File: src/rtl/dsr_pkg.sv
// Shared sizing for the dual-lane deserializer.
// Assumes an even word width split evenly over two lanes.
package dsr_pkg;
    localparam int HALF_W = 6;
    localparam int WORD_W = 2 * HALF_W;
    typedef logic [WORD_W-1:0] word_t;
endpackage

File: src/rtl/dsr_frame_ctrl.sv
// Word-phase counter: issues a capture strobe once per HALF_W cycles.
// Assumes slip_req is synchronous; each high cycle freezes the phase once.
module dsr_frame_ctrl #(
    parameter int PERIOD = dsr_pkg::HALF_W
) (
    input  logic clk,
    input  logic rst_n,
    input  logic slip_req,
    output logic cap_stb
);
    localparam int CW = (PERIOD > 1) ? $clog2(PERIOD) : 1;
    localparam logic [CW-1:0] LAST = CW'(PERIOD - 1);

    logic [CW-1:0] phase;

    // Strobe on the last phase unless a slip holds the counter this cycle.
    assign cap_stb = (phase == LAST) && !slip_req;

    // Advance the phase, wrapping at PERIOD, frozen while slipping.
    always_ff @(posedge clk) begin
        if (!rst_n) begin
            phase <= '0;
        end else if (!slip_req) begin
            phase <= (phase == LAST) ? '0 : phase + 1'b1;
        end
    end
endmodule

File: src/rtl/dsr_cascade.sv
// One lane: a HALF_W-stage shift chain plus a parallel holding register.
// The holding register takes the chain including the current bit, so the
// newest bit lands in bit 0 and the oldest in bit HALF_W-1. Assumes HALF_W >= 2.
module dsr_cascade #(
    parameter int HALF_W = dsr_pkg::HALF_W
) (
    input  logic              clk,
    input  logic              rst_n,
    input  logic              din,
    input  logic              cap_stb,
    output logic [HALF_W-1:0] held
);
    logic [HALF_W-1:0] chain;
    logic [HALF_W-1:0] chain_nxt;

    // Next chain contents with the incoming bit appended.
    assign chain_nxt = {chain[HALF_W-2:0], din};

    // Shift one bit per cycle.
    always_ff @(posedge clk) begin
        if (!rst_n) chain <= '0;
        else        chain <= chain_nxt;
    end

    // Copy the full lane into the holding register on the strobe.
    always_ff @(posedge clk) begin
        if (!rst_n)       held <= '0;
        else if (cap_stb) held <= chain_nxt;
    end
endmodule

File: src/rtl/dsr_word_mux.sv
// Interleaves two held lanes into the output word and registers it.
// Assumes swap_q and the held lanes are stable while load is high.
module dsr_word_mux #(
    parameter int HALF_W = dsr_pkg::HALF_W
) (
    input  logic                clk,
    input  logic                rst_n,
    input  logic                load,
    input  logic                swap_q,
    input  logic [HALF_W-1:0]   held_a,
    input  logic [HALF_W-1:0]   held_b,
    output logic [2*HALF_W-1:0] word_out,
    output logic                word_valid
);
    logic [2*HALF_W-1:0] word_nxt;

    // Per pair: the earlier bit goes to the higher position.
    for (genvar i = 0; i < HALF_W; i++) begin : g_pair
        assign word_nxt[2*i+1] = swap_q ? held_b[i] : held_a[i];
        assign word_nxt[2*i]   = swap_q ? held_a[i] : held_b[i];
    end

    // Final word register and its one-cycle valid.
    always_ff @(posedge clk) begin
        if (!rst_n) begin
            word_out   <= '0;
            word_valid <= 1'b0;
        end else begin
            word_valid <= load;
            if (load) word_out <= word_nxt;
        end
    end
endmodule

File: src/rtl/dsr_deser12.sv
// Top level: two lane cascades, a word-phase counter and the interleaver.
// Assumes both lanes are already retimed to clk, one bit pair per cycle.
module dsr_deser12 #(
    parameter int HALF_W = dsr_pkg::HALF_W
) (
    input  logic                clk,
    input  logic                rst_n,
    input  logic                bit_rise,
    input  logic                bit_fall,
    input  logic                slip_req,
    input  logic                lane_swap,
    output logic [2*HALF_W-1:0] word_out,
    output logic                word_valid
);
    logic              cap_stb;
    logic              load_q;
    logic              swap_q;
    logic [1:0]        lane_in;
    logic [HALF_W-1:0] held [2];

    assign lane_in = {bit_fall, bit_rise};

    dsr_frame_ctrl #(.PERIOD(HALF_W)) u_frame (
        .clk      (clk),
        .rst_n    (rst_n),
        .slip_req (slip_req),
        .cap_stb  (cap_stb)
    );

    for (genvar l = 0; l < 2; l++) begin : g_lane
        dsr_cascade #(.HALF_W(HALF_W)) u_casc (
            .clk     (clk),
            .rst_n   (rst_n),
            .din     (lane_in[l]),
            .cap_stb (cap_stb),
            .held    (held[l])
        );
    end

    // Delay the strobe to the output stage and latch the lane order with it.
    always_ff @(posedge clk) begin
        if (!rst_n) begin
            load_q <= 1'b0;
            swap_q <= 1'b0;
        end else begin
            load_q <= cap_stb;
            if (cap_stb) swap_q <= lane_swap;
        end
    end

    dsr_word_mux #(.HALF_W(HALF_W)) u_mux (
        .clk        (clk),
        .rst_n      (rst_n),
        .load       (load_q),
        .swap_q     (swap_q),
        .held_a     (held[0]),
        .held_b     (held[1]),
        .word_out   (word_out),
        .word_valid (word_valid)
    );
endmodule

File: config.mk
export PLATFORM = sky130hd
export DESIGN_NAME = dsr_deser12
export DESIGN_NICKNAME = d
export VERILOG_FILES = /design/src/rtl/dsr_pkg.sv /design/src/rtl/dsr_frame_ctrl.sv /design/src/rtl/dsr_cascade.sv /design/src/rtl/dsr_word_mux.sv /design/src/rtl/dsr_deser12.sv
export SDC_FILE = /design/constraint.sdc
export NUM_CORES = 1
export LEC_CHECK = 0
export BUFFER_PORTS_ARGS = -buffer_cell sky130_fd_sc_hd__buf_4
export CAP_MARGIN = 20
export CELL_PAD_IN_SITES_DETAIL_PLACEMENT = 0
export CELL_PAD_IN_SITES_GLOBAL_PLACEMENT = 1
export CORE_UTILIZATION = 25
export CTS_CLUSTER_SIZE = 40
export DETAILED_ROUTE_END_ITERATION = 8
export HOLD_SLACK_MARGIN = 0.06
export PLACE_DENSITY_LB_ADDON = 0.1
export SLEW_MARGIN = 10
export SYNTH_ARGS = -nofsm -noshare
export SYNTH_HDL_FRONTEND = slang
export SYNTH_SLANG_ARGS = --single-unit
File: constraint.sdc
create_clock -name clk -period 1.2 [get_ports clk]
set_input_delay 0.24 -clock clk [delete_from_list [all_inputs] [get_ports clk]]
set_output_delay 0.24 -clock clk [all_outputs]
set_load 0.01 [all_outputs]
---- After elaboration in Yosys (flattened, before gate mapping) ----
Index checks and enable logic that the tools add are counted.
word-level totals
  logic and storage cells ................. 26
  input port bits ......................... 6
  output and inout bits ................... 13
  register bits ........................... 40
cells by class
  reduce and logical (&&, ||, !) cells .... 2
  eq/ne operators ......................... 1
  add/sub/neg operators ................... 1
  multiplexer cells ....................... 13
operator list
  operator                                     count
  2-to-1 mux 1 bit                             12
  adder 3 x 1 -> 3 bit, second input constant  1
  == test 3 bit, second input constant         1
  2-to-1 mux 3 bit                             1
  logical AND 1 bit                            1
  logical NOT 1 bit                            1

---- Depth between registers and ports, before layout ----
  depth in word-level cells ............... 2
  gate-level depth with buffers ........... 5
  depth with buffers taken out ............ 3

---- Hierarchy ----
Synthesis repeated with hierarchy kept, for this count alone.
unflattened totals
  cell total of the unflattened synthesis .. 132
  area, all modules ....................... 1460.2 um^2
modules (own cells, without submodules)
  module          area each (um^2)  seq. area each (um^2)  times used  cells each
  dsr_cascade     364.1             220.2                  2           30
  dsr_word_mux    530.5             260.2                  1           54
  dsr_frame_ctrl  137.6             60.1                   1           13
  dsr_deser12     63.8              40.0                   1           5

---- Worst setup path after synthesis ----
Ideal clock, no wire load.
  path kind ............................... reg-to-reg
  start point ............................. register u_frame.phase[1]
  end point ............................... register g_lane[0].u_casc.held[0]
  path buffers ............................ 2
  cell stages (with the launch flop) ...... 6
  arrival time ............................ 0.903 ns
  library setup time ...................... 0.115 ns
  clock period less this slack ............ 1.018 ns
  required time ........................... 1.085 ns
  slack ................................... 0.182 ns
  cell sequence ........................... dfxtp_1 > nand4bb_1 > buf_6 > buf_8 > nand3_1 > o21ai_2
between the ends
  word-level cells in the longest chain between the ends .. 2
RTL lines
  element                   RTL line              RTL
  start: declaration        dsr_frame_ctrl.sv:14  logic [CW-1:0] phase;
  start signal: assignment  dsr_frame_ctrl.sv:24  phase <= (phase == LAST) ? '0 : phase + 1'b1;
  == test 3 bit             dsr_frame_ctrl.sv:17  assign cap_stb = (phase == LAST) && !slip_req;
  logical AND 1 bit         dsr_frame_ctrl.sv:17
  end signal: assignment    dsr_cascade.sv:28     else if (cap_stb) held <= chain_nxt;
  end: declaration          dsr_cascade.sv:11     output logic [HALF_W-1:0] held
Every way passes these cells.
A chain may end at the register's enable or synchronous reset.

---- Final worst setup path ----
  start point ............................. register u_frame.phase[1]
  end point ............................... register g_lane[1].u_casc.held[1]
between the ends
  word-level cells in the longest chain between the ends .. 2
RTL lines
  element                 RTL line
  == test 3 bit           dsr_frame_ctrl.sv:17
  logical AND 1 bit       dsr_frame_ctrl.sv:17
  end signal: assignment  dsr_cascade.sv:28
  end: declaration        dsr_cascade.sv:11
Every way passes these cells.

==> reports/metrics.csv <==
metric;value;unit
share of post-route cells with drive strength above 1;25.1;%
largest net degree at the start of global routing;28;
dpl hpwl;1890;microns
critical path class;reg -> reg;
top post-synthesis cells by area;dfxtp_1 54%, mux2i_1 9.5%, o21ai_2 7.7%;
post-cts resize count;0;
setup tns final;0;ns
final hold viol count;0;
Wirelength per Cell;11.0;microns
Synth top area share;54.4;%
DR iter-0 viols;47;
RSZ-0062 raised after global routing;false;
Initial Util;26.3;%
Post-CTS Repair Setup Buffers;0;
fmax;0.948;GHz
CP max stage cell;dfxtp_1;
max_slew headroom;86.3;%
cell area after synthesis;0.00147;sq mm
I/O pin count;19;
area of the multi-input gates;546;sq um
Mapped Cells;149;
Worst Setup Start Kind;flop;
core area;0.00561;sq mm
most used routing layer in global routing;met2;
Filler Cell Count;622;
H-tree depth;2;
Worst Hold Depth;3;
CP Cell Sequence;nand4bb_1 > buf_12 > nand3_1 > o21ai_2;
Worst Path Max Fanout;27;
Util after Layout;31.2;%
Worst-path clk slew;0.06;ns
final worst path period share;87.9;%
gr usage total;9.83;%
hold path endpoint;g_lane[0].u_casc.chain[0];
vias in the first global route;961;
R2R Setup Slk;0.15;ns
Power per Cell Area;1260;mW/mm^2
Yosys reg bits;40;
CP max stage delay;0.33;ns
crit path DAT;1.23;ns
Area Overhead vs Synth;18.9;%
initial antenna violation count;0;
Clock Path Buffers;2;
CTS Hold Bufs;0;
Ys Warns;0;
Yosys top cell by area;dfxtp_1;
met1 usage;12.6;%
Reg-to-Reg Start;u_frame.phase[1];
Leakage;0.000725;uW
CTS tree;built;
TritonCTS Buffers;5;
Final nets;175;
Finish-stage setup viols;0;
fin. max-slew vios;0;
Worst EP required;1.38;ns
GRT overflow;0;
post-route antenna net violation count;0;
register area;801;sq um
worst reg2reg path depth;4;
status;finished clean;
CP endpoint kind;flop;
Hold Path Origin;bit_rise;
GR Util met3;4.14;%
routed via count;1028;
Avg Cell Area, Syn;9.88;sq um
Die H;78.8;microns
met2 Use GR;13.7;%
Tmin final;1.05;ns
Final Skew;0.00418;ns
final WL;2620;microns
later-pin clock latency in the skew report;0.28;ns
post-synthesis sequential area ratio;54.4;%
final RePlAce weighted congestion;0.691;
die area;0.00620;sq mm
diode count;0;
clk root buf;clkbuf_8;
Port Buffer Count;18;
First-pass DRT Iterations;4;
via/cell ratio;4.30;
Hold WC Path Type;in -> reg;
Unique masters post-synth;18;
Sink Count;40;
# rows;27;
Synth Net Count;155;
first-pass GRT wire length;4520;microns
chip width;78.8;microns
Crit Reg-Reg Endpoint;g_lane[1].u_casc.held[1];
DRC;0;
Worst-Margin Slew;0.206;ns
Max Cap Viol;0;
VDD IR max;0.000351;V
-- cell usage after synthesis, drive strengths merged --
| master | number |
|---|---|
| a21oi | 12 |
| and2 | 1 |
| and2b | 1 |
| buf | 9 |
| clkbuf | 2 |
| dfxtp | 40 |
| inv | 11 |
| mux2i | 14 |
| nand2 | 13 |
| nand3 | 13 |
| nand4bb | 1 |
| nor2 | 4 |
| nor2b | 2 |
| nor3 | 1 |
| o21ai | 25 |
-- placed cells by master, fill, tap and decap left out, types with 2 or more instances in the layout --
master    instances
clkbuf_8          5
inv_1            11
nor2b_1           2
buf_4            22
o21ai_2          13
nand2_1          13
mux2i_1          14
a21oi_1          12
buf_12            2
nor2_1            4
nand3_1          13
dfxtp_1          40
o21ai_0          12
-- cell families (layout without fill, tap and decap cells) --
kind of cell | after synthesis | count (layout) | synth area share (%)
flops | 40 | 40 | 54.4
compound gates | 37 | 37 | 15.9
simple gates | 36 | 36 | 11.6
buf+inv | 22 | 40 | 8.58
mux | 14 | 14 | 9.52
-- report_power, final --
group / leakage (uW) / internal (uW) / switching (uW)
Clock: 0.0000359 / 374 / 403
Sequential: 0.000324 / 1340 / 6.93
Combinational: 0.000366 / 32.7 / 43.3
-- layer usage --
| layer | vias up | routed length [microns] | share of wire, % |
|---|---|---|---|
| li1 | 539 | - | - |
| met1 | 457 | 1280 | 49 |
| met2 | 26 | 1120 | 43 |
| met3 | 6 | 156 | 6.0 |
| met4 | 0 | 60 | 2.3 |
| met5 | - | 0 | 0 |
-- critical path: cells and delay by family, from the launching register on --
kind / cells / cell delay, ns
compound gates: 1 / 0.05
simple gates: 2 / 0.35
buf+inv: 1 / 0.21
flops: 1 / 0.33
-- registers in the layout, indices dropped and copies added (netlist names) --
register and cells:
g_lane.u_casc.held 12, u_mux.word_out 12, g_lane.u_casc.chain 10, u_frame.phase 3, load_q 1, swap_q 1, u_mux.word_valid 1
-- per-stage QoR --
stage	hold WS, ns	total power [uW]	setup WS, ns	instances	instance area [sq um]
after floorplan	0.367	1430	0.182	149	1470
after global placement	0.438	1460	0.142	234	1680
after detailed placement	0.439	1460	0.128	234	1680
after CTS	0.178	2250	0.138	239	1750
after global routing	0.178	2320	0.0809	239	1750
final	0.185	2200	0.145	239	1750
-- layout make-up --
type	count	area share, %
flip-flops and latches	40	45.7
clock buffers	5	3.93
inverters	11	2.36
repair buffers	24	11.7
well taps	72	5.14
multi-input cells	87	31.1
-- worst max-delay path by stage --
stage / endpoint / slack, ns / cells after the start / from
6_report: g_lane[1].u_casc.held[1] / 0.15 / 4 / u_frame.phase[1]
5_1_grt: g_lane[0].u_casc.held[1] / 0.08 / 4 / u_frame.phase[1]
4_1_cts: swap_q / 0.14 / 4 / u_frame.phase[1]
3_5_place_dp: swap_q / 0.13 / 5 / slip_req
3_3_place_gp: swap_q / 0.14 / 5 / slip_req
2_1_floorplan: g_lane[0].u_casc.held[0] / 0.18 / 5 / u_frame.phase[1]
(Power assumes the default switching activity.)
